===== config.mk =====
export PLATFORM = sky130hd
export DESIGN_NAME = shold_chain
export DESIGN_NICKNAME = d
export VERILOG_FILES = /design/src/rtl/shold_pkg.sv /design/src/rtl/shold_ff.sv /design/src/rtl/shold_hold.sv /design/src/rtl/shold_cell.sv /design/src/rtl/shold_chain.sv
export SDC_FILE = /design/constraint.sdc
export NUM_CORES = 1
export LEC_CHECK = 0
export CAP_MARGIN = 20
export CORE_MARGIN = 5
export CORE_UTILIZATION = 38
export DETAILED_ROUTE_END_ITERATION = 10
export PLACE_DENSITY = 0.72
export SLEW_MARGIN = 10
export SYNTH_ARGS = -nofsm -noshare
export SYNTH_HDL_FRONTEND = slang
export SYNTH_SLANG_ARGS = --single-unit

===== constraint.sdc =====
create_clock -name clk -period 1.05 [get_ports clk]
set_clock_uncertainty 0.2 [all_clocks]
set_input_delay 0.315 -clock clk [delete_from_list [all_inputs] [get_ports clk]]
set_output_delay 0.315 -clock clk [all_outputs]
set_load 0.005 [all_outputs]

===== src/rtl/shold_pkg.sv =====
package shold_pkg;
  localparam int unsigned CHAIN_LEN_DEF = 8;

  typedef enum logic {
    MODE_FUNC = 1'b0,
    MODE_SCAN = 1'b1
  } shold_mode_e;
endpackage


===== src/rtl/shold_ff.sv =====
module shold_ff
  import shold_pkg::*;
(
  input  logic clk,
  input  logic rst,
  input  logic test_en,
  input  logic d,
  input  logic sd,
  output logic nxt,
  output logic q
);
  shold_mode_e mode;

  assign mode = shold_mode_e'(test_en);

  always_comb begin
    if (rst)                    nxt = 1'b0;
    else if (mode == MODE_SCAN) nxt = sd;
    else                        nxt = d;
  end

  always_ff @(posedge clk) q <= nxt;

  p_func_cap_r1: assert property (@(posedge clk) disable iff (rst)
    !test_en |=> q == $past(d));
  p_scan_load_r2: assert property (@(posedge clk) disable iff (rst)
    test_en |=> q == $past(sd));
endmodule


===== src/rtl/shold_hold.sv =====
module shold_hold (
  input  logic clk,
  input  logic rst,
  input  logic hold,
  input  logic nxt,
  output logic q
);
  always_ff @(posedge clk) begin
    if (rst)       q <= 1'b0;
    else if (!hold) q <= nxt;
  end

  p_freeze_r3: assert property (@(posedge clk) disable iff (rst)
    hold |=> $stable(q));
  p_reset_r6: assert property (@(posedge clk)
    rst |=> q == 1'b0);
endmodule


===== src/rtl/shold_cell.sv =====
module shold_cell (
  input  logic clk,
  input  logic rst,
  input  logic test_en,
  input  logic hold,
  input  logic d,
  input  logic sd,
  output logic raw_q,
  output logic func_q
);
  logic nxt;

  shold_ff u_ff (
    .clk     (clk),
    .rst     (rst),
    .test_en (test_en),
    .d       (d),
    .sd      (sd),
    .nxt     (nxt),
    .q       (raw_q)
  );

  shold_hold u_hold (
    .clk  (clk),
    .rst  (rst),
    .hold (hold),
    .nxt  (nxt),
    .q    (func_q)
  );

  p_follow_r4: assert property (@(posedge clk) disable iff (rst)
    !hold |=> func_q == raw_q);
  p_hold_capture_r7: assert property (@(posedge clk) disable iff (rst)
    (hold && !test_en) |=> raw_q == $past(d) && $stable(func_q));
endmodule


===== src/rtl/shold_chain.sv =====
module shold_chain #(
  parameter int unsigned LEN = shold_pkg::CHAIN_LEN_DEF
) (
  input  logic           clk,
  input  logic           rst,
  input  logic           test_en,
  input  logic           hold,
  input  logic           scan_in,
  input  logic [LEN-1:0] func_d,
  output logic [LEN-1:0] func_q,
  output logic           scan_out
);
  localparam int unsigned LAST = LEN - 1;

  logic [LEN-1:0] raw;
  logic [LEN:0]   ser;

  assign ser[0] = scan_in;

  for (genvar i = 0; i < LEN; i++) begin : g_cell
    shold_cell u_cell (
      .clk     (clk),
      .rst     (rst),
      .test_en (test_en),
      .hold    (hold),
      .d       (func_d[i]),
      .sd      (ser[i]),
      .raw_q   (raw[i]),
      .func_q  (func_q[i])
    );
    assign ser[i+1] = raw[i];
  end

  assign scan_out = ser[LEN];

  p_outs_frozen_r3: assert property (@(posedge clk) disable iff (rst)
    hold |=> $stable(func_q));
  p_reset_clear_r6: assert property (@(posedge clk)
    rst |=> func_q == '0 && scan_out == 1'b0);

  if (LEN > 1) begin : g_sochk
    p_scanout_r5: assert property (@(posedge clk) disable iff (rst)
      test_en |=> scan_out == $past(raw[LAST-1]));
  end else begin : g_sochk1
    p_scanout_r5: assert property (@(posedge clk) disable iff (rst)
      test_en |=> scan_out == $past(scan_in));
  end
endmodule


* After elaboration in Yosys (flattened, before gate mapping)
Cells that the tools add are included.
Widths: inputs -> output; s select.
** Cells by class
- Add/subtract/negate cells :: 0
- Magnitude comparators :: 0
- Bitwise gates (word level) :: 0
- Reductions and logical operators :: 0
- Multiply operators :: 0
- Equality and inequality tests :: 0
- Multiplexer cells :: 16
- Div/mod/pow operators :: 0
- Shift operators :: 0
** Operators with widths (count)
- $mux 1 :: 16
** Storage, ports and cells
- Bits in writable memories :: 0
- Bits in latches :: 0
- Word-level logic and storage cells :: 32
- Bits in read-only memories :: 0
- Memories kept :: 0
- Register bits :: 16
- Bits of input ports :: 13

* Depth between registers and ports, before layout
Gate-level depths: netlist of the first run.
- Depth in word-level cells :: 2
- Gate-level depth with buffers :: 3
- Mapped depth without buffers :: 2

* By module
A second synthesis of the first run with hierarchy kept.
** Unflattened totals
- Cell total of the unflattened synthesis :: 48
- Area total of the unflattened synthesis :: 540.5 sq um
** By module, submodules not included
- shold_ff :: times used 8, area an instance 33.8 sq um, cells each 3
- shold_hold :: times used 8, area an instance 33.8 sq um, cells each 3

* Worst setup path after synthesis of the first run
OpenSTA, ideal clock, no wires.
- Kind :: input port to flip-flop
- From :: in rst
- To :: reg g_cell[2].u_cell.u_hold.q
- Path slack :: -40 ps
- Data arrival time :: 764 ps
- Stages on the path :: 3
- Library setup time :: 125 ps
- Cells stage by stage :: clkbuf_1 buf_2 a211oi_1
** On the way
- Cells in the longest elaborated chain, start to end :: 1
** Ends and longest elaborated chain
- start, declared :: RTL line shold_chain.sv:5 : input logic rst,
- $mux 1 :: RTL line shold_ff.sv:17 : if (rst) nxt = 1'b0;
- end signal, assigned :: RTL line shold_hold.sv:10 : else if (!hold) q <= nxt;
- end, declared :: RTL line shold_hold.sv:6 : output logic q
Several ways; a longest one is shown, not always the timed one.
A chain may end at the register's enable or synchronous reset.

* Final worst setup path of the first run
- From :: reg g_cell[5].u_cell.u_hold.q
- To :: out func_q[5]
** RTL lines
- start, declared :: RTL line shold_hold.sv:6
- start signal, assigned :: RTL line shold_hold.sv:10
- end, declared :: RTL line shold_chain.sv:10 : output logic [LEN-1:0] func_q,
No word-level cell between the ends.

==> impl_metrics.csv, run 1 <==
group,metric,value,unit
status,status,"complete, but fails checks",
status,violations,"setup timing",
timing,drv_slew,0,
timing,fmax,0.802,GHz
place,io_buffer_count,21,
critical_path,path_depth,1,
critical_path,cp_num_buf_inv,1,
grt,grt_use_total,10.9,%
critical_path,cp-start-kind,"flip-flop",
final_layout,drive_gt1_share,48.8,%
floorplanning,fp-row-count,14,
power_and_ir_drop,p_per_area,1300,mW/mm^2
critical_path,slowest_stage,"dfxtp_2",
timing,setup_tns,-1.66,ns
final_layout,synthToLayoutAreaGrowth,51.9,%
timing,worst_pin_slew,0.200,ns
critical_path,worstSetupPathType,"reg2out",
timing,setup_ws,-0.197,ns
detailed_routing,ant_nets,0,
grt,gr-total-overflow,0,
detailed_routing,via_per_inst,4.81,
critical_path,r2r_cells,4,
clocking,cts_tree,"yes",
final_layout,antenna_cells,0,
timing,max_slew_margin,86.3,%
clocking,clk_path_buf_depth,2,
final_layout,fin_util,62.2,%
final_layout,final_cell_mix,"8 x nor2_1, 8 x dfxtp_1, 8 x dfxtp_2, 8 x buf_6",
critical_path,cp_top_family,"flip-flops",
floorplanning,fp.dieH,50.5,um
detailed_routing,remaining_drc_errors,0,
timing,rsz0062_at_grt,"true",
clocking,path_clk_slew,0.09,ns
flow_run,max-cap-violations,0,
timing,post-route-period-util,119,%
power_and_ir_drop,peakVddDrop,0.702,mV
grt,first_global_vias,473,
synthesis,postSynthCellCount,60,
detailed_routing,routed.top_layer,"met4",
final_layout,final_nets,97,
detailed_routing,vias,471,
grt,grt_max_degree,17,
detailed_routing,wl_met2,580,um
timing,setup_viol,9,
critical_path,cp.required,0.53,ns
synthesis,synth-seq-cells,16,
floorplanning,start_util,41.0,%
detailed_routing,wirelength,1300,um
place,gp_congestion,0.723,
power_and_ir_drop,power.leakage,0.439,nW
clocking,htree_levels,1,
critical_path,arrival,0.73,ns
detailed_routing,first_pass_iters,2,
timing,finalCriticalPeriod,1.25,ns
grt,antenna_found_initial,0,
hold_path,whs_path_depth,3,
grt,grt_pass1_wl,2130,um
clocking,clock_latency,0.28,ns
synthesis,syn_nets,73,
final_layout,fillers,137,
synthesis,ys_seq_area_share,51.3,%
synthesis,yosysUniqueCellTypes,10,
detailed_routing,dr_wl_met3,81,um
critical_path,critPathMaxStageDelay,0.34,ns
clocking,cts_buffers,3,
clocking,cts.sink_count,16,
detailed_routing,wl_per_cell,13.3,um
critical_path,cp_cell_sequence,"buf_6",
hold_path,hold_path.class,"in2reg",
floorplanning,die_area,0.00255,mm^2
synthesis,synth_area,624,um^2
power_and_ir_drop,power.total,1.23,mW
floorplanning,io_pins,22,
critical_path,worstSetupEndpointType,"output pin",
detailed_routing,wl_met1,599,um
synthesis,yosysWarnings,0,
floorplanning,core_area,0.00152,mm^2
timing,hold_viol,0,
critical_path,cp_max_fo,2,
detailed_routing,drt_first_iter_violations,4,
floorplanning,die_w,50.5,um
clocking,clock-root-buffer,"clkbuf_4",
synthesis,avgSynthCellArea,10.4,um^2
worst paths after layout:
check,from,end,slack [ns]
max,g_cell[5].u_cell.u_hold.q,func_q[5],-0.20
min,func_d[7],g_cell[7].u_cell.u_ff.q,0.11
max reg2reg,g_cell[5].u_cell.u_hold.q,g_cell[5].u_cell.u_hold.q,0.03
min reg2reg,g_cell[1].u_cell.u_ff.q,g_cell[2].u_cell.u_ff.q,0.31
timing repair:
action | in CTS | in global routing
setup endpoints to repair | 25 | 18
resized for setup | 62 | 17
pin swaps | 8 | 3
setup buffers | 2 | 2
hold buffers | 0 | 0
sequential cells by signal, indices dropped and copies added, names as in the netlist:
register	count
g_cell.u_cell.u_ff.q	8
g_cell.u_cell.u_hold.q	8
Yosys cell counts:
library cell  number  area share [%]
a211oi_1           8             9.6
buf_2              1            0.80
buf_4              8             9.6
buf_6              1             1.8
clkbuf_1           1            0.60
dfxtp_1           16              51
inv_2              1            0.60
mux2i_1            8              13
nor2_1             8             4.8
nor2b_1            8             8.0
cell type report:
| class | instances | area (um^2) | area share [%] |
|---|---|---|---|
| clock buffer | 3 | 22.5 | 2.37 |
| inverter | 1 | 3.75 | 0.396 |
| multi-input combinational | 32 | 274 | 28.9 |
| sequential | 16 | 330 | 34.8 |
| tap | 16 | 20.0 | 2.11 |
| timing repair buffer | 30 | 298 | 31.4 |
power breakdown:
group	switching, mW	internal [mW]	total (mW)
sequential	0.0220	0.652	0.674
clock	0.181	0.133	0.314
combinational	0.0907	0.151	0.242
total	0.294	0.936	1.23
per-stage QoR:
| stage | setup WS [ns] | instance area (um^2) | hold WS, ns | cells |
|---|---|---|---|---|
| floorplan | 0.00804 | 632 | 0.261 | 60 |
| global placement | -0.612 | 845 | 0.272 | 92 |
| detailed placement | -0.601 | 845 | 0.297 | 92 |
| CTS | -0.200 | 868 | 0.234 | 97 |
| global route | -0.222 | 948 | 0.148 | 98 |
| finish | -0.197 | 948 | 0.106 | 98 |
cell families after synthesis:
logic type / Yosys count / synth area share (%)
buf+inv: 12 / 13.4
flops: 16 / 51.3
compound gates: 8 / 9.62
simple gates: 16 / 12.8
mux: 8 / 12.8
worst reg2reg max path, delay by kind of cell, from the launching register on:
family,cells,cell delay [ns]
AND/OR/NAND/NOR,1,0.11
buffers and inverters,2,0.21
AO/OA/AOI/OAI,1,0.05
flip-flops,1,0.34
per-layer routing:
metal  up-vias  GRT usage [%]
li1        237              -
met2        14           14.9
met3         5           3.25
met1       215           13.7
met4         0           8.94
met5         -              0
No activity file was read; power rests on OpenSTA's default activity.
==> run 2: changes to the inputs <==
- CORE_UTILIZATION: 38 -> 29
- PLACE_DENSITY: 0.72 -> 0.7
- SLEW_MARGIN: 10 -> unset
==> impl_metrics.csv, run 2 (synthesized netlist as in run 1, its figures left out) <==
group,metric,value,unit
status,status,"complete, but fails checks",
status,violations,"setup timing",
timing,post-route-period-util,117,%
grt,first_global_vias,469,
place,io_buffer_count,21,
final_layout,finalNonFillerCells,109,
timing,setup_ws,-0.181,ns
final_layout,drive_gt1_share,48.8,%
final_layout,reg_top3,"g_cell.u_cell.u_ff.q x8, g_cell.u_cell.u_hold.q x8",
timing,worst_pin_slew,0.183,ns
detailed_routing,first_pass_iters,1,
critical_path,cp.required,0.53,ns
critical_path,cp_top_family,"flip-flops",
grt,grt_use_total,8.29,%
detailed_routing,remaining_drc_errors,0,
critical_path,cp_max_fo,2,
place,dp_cells,104,
clocking,path_clk_slew,0.08,ns
timing,rsz0062_at_grt,"true",
final_layout,final_nets,97,
critical_path,arrival,0.72,ns
clocking,clock-root-buffer,"clkbuf_4",
final_layout,fillers,194,
clocking,clk_path_buf_depth,2,
power_and_ir_drop,power.total,1.20,mW
hold_path,hold_path.class,"in2reg",
clocking,htree_levels,1,
flow_run,max-cap-violations,0,
timing,setup_tns,-1.56,ns
floorplanning,start_util,31.2,%
critical_path,cp_num_buf_inv,1,
detailed_routing,vias,468,
floorplanning,die_area,0.00318,mm^2
grt,grt_pass1_wl,2030,um
final_layout,final_cell_mix,"8 x nor2_1, 8 x nor2b_1, 8 x dfxtp_1, 8 x dfxtp_2, 7 x buf_4",
timing,hold_viol,0,
final_layout,fin_util,47.0,%
detailed_routing,via_per_inst,4.29,
place,hpwl,878,um
floorplanning,fp.dieH,56.4,um
floorplanning,die_w,56.4,um
floorplanning,fp-row-count,16,
power_and_ir_drop,power.leakage,0.420,nW
floorplanning,core_area,0.00200,mm^2
floorplanning,io_pins,22,
detailed_routing,wirelength,1250,um
timing,fmax,0.812,GHz
critical_path,worstSetupEndpointType,"output pin",
grt,grt_max_degree,17,
critical_path,slowest_stage,"dfxtp_2",
critical_path,critPathMaxStageDelay,0.33,ns
detailed_routing,drt_first_iter_violations,0,
place,pre_cts_ws,-0.575,ns
timing,max_slew_margin,87.5,%
timing,setup_viol,9,
clocking,cts_tree,"yes",
critical_path,cp-start-kind,"flip-flop",
place,gp_congestion,0.676,
critical_path,cp_cell_sequence,"buf_6",
power_and_ir_drop,p_per_area,1280,mW/mm^2
grt,antenna_found_initial,0,
timing,drv_slew,0,
detailed_routing,wl_per_cell,11.4,um
timing,finalCriticalPeriod,1.23,ns
clocking,cts_buffers,3,
final_layout,antenna_cells,0,
clocking,cts.sink_count,16,
final_layout,synthToLayoutAreaGrowth,50.7,%
power_and_ir_drop,peakVddDrop,0.467,mV
clocking,clock_latency,0.27,ns
detailed_routing,ant_nets,0,
critical_path,worstSetupPathType,"reg2out",
grt,gr-total-overflow,0,
run 2: path summary, 6_finish.rpt:
| check | start | to | slack (ns) | cells after the start |
|---|---|---|---|---|
| min reg2reg | g_cell[6].u_cell.u_ff.q | g_cell[7].u_cell.u_ff.q | 0.30 | 2 |
| max | g_cell[5].u_cell.u_hold.q | func_q[5] | -0.18 | 1 |
| min | func_d[1] | g_cell[1].u_cell.u_ff.q | 0.15 | 3 |
| max reg2reg | g_cell[6].u_cell.u_hold.q | g_cell[6].u_cell.u_hold.q | 0.01 | 4 |
run 2: where the power goes:
group          total (mW)  switching [mW]  internal, mW
Sequential          0.671          0.0199         0.651
Clock               0.299           0.166         0.133
Combinational       0.234          0.0905         0.143
run 2: layer usage:
layer | global-route usage [%] | share of wire, %
met5 | 0 | 0
met4 | 6.10 | 2.9
met2 | 14.7 | 51
met3 | 2.29 | 7.4
met1 | 8.14 | 39
run 2: what timing repair did:
action                                  4_1_cts  5_1_grt
pin swaps                                     8        3
hold buffers                                  0        0
endpoints found under the setup margin       25       18
hold endpoints to repair                      0        0
setup buffers                                 1        1
resized for setup                            59       14
run 2: through the flow:
stage               hold WS (ns)  instance area [um^2]
CTS                        0.231                   878
finish                     0.148                   941
detailed placement         0.287                   866
floorplan                  0.261                   632
global route               0.187                   941
global placement           0.281                   866
run 2: worst reg2reg max path, cell delays in order (launching register included):
cell and delay [ns]:
dfxtp_2 0.33, buf_4 0.12, buf_4 0.12, nor2b_1 0.10, a211oi_1 0.05
run 2: final cells by class:
class,instances,area [um^2],share of cell area (%)
Clock buffer,3,22.5,2.39
Inverter,1,3.75,0.399
Multi-Input combinational cell,32,280,29.8
Sequential cell,16,330,35.1
Tap cell,27,33.8,3.59
Timing Repair Buffer,30,270,28.7
==> run 3: changes to the inputs <==
- SKIP_LAST_GASP: unset -> 1
==> results of run 3 <==
Same layout as run 2: the final DEF is identical, and so are final timing and power.
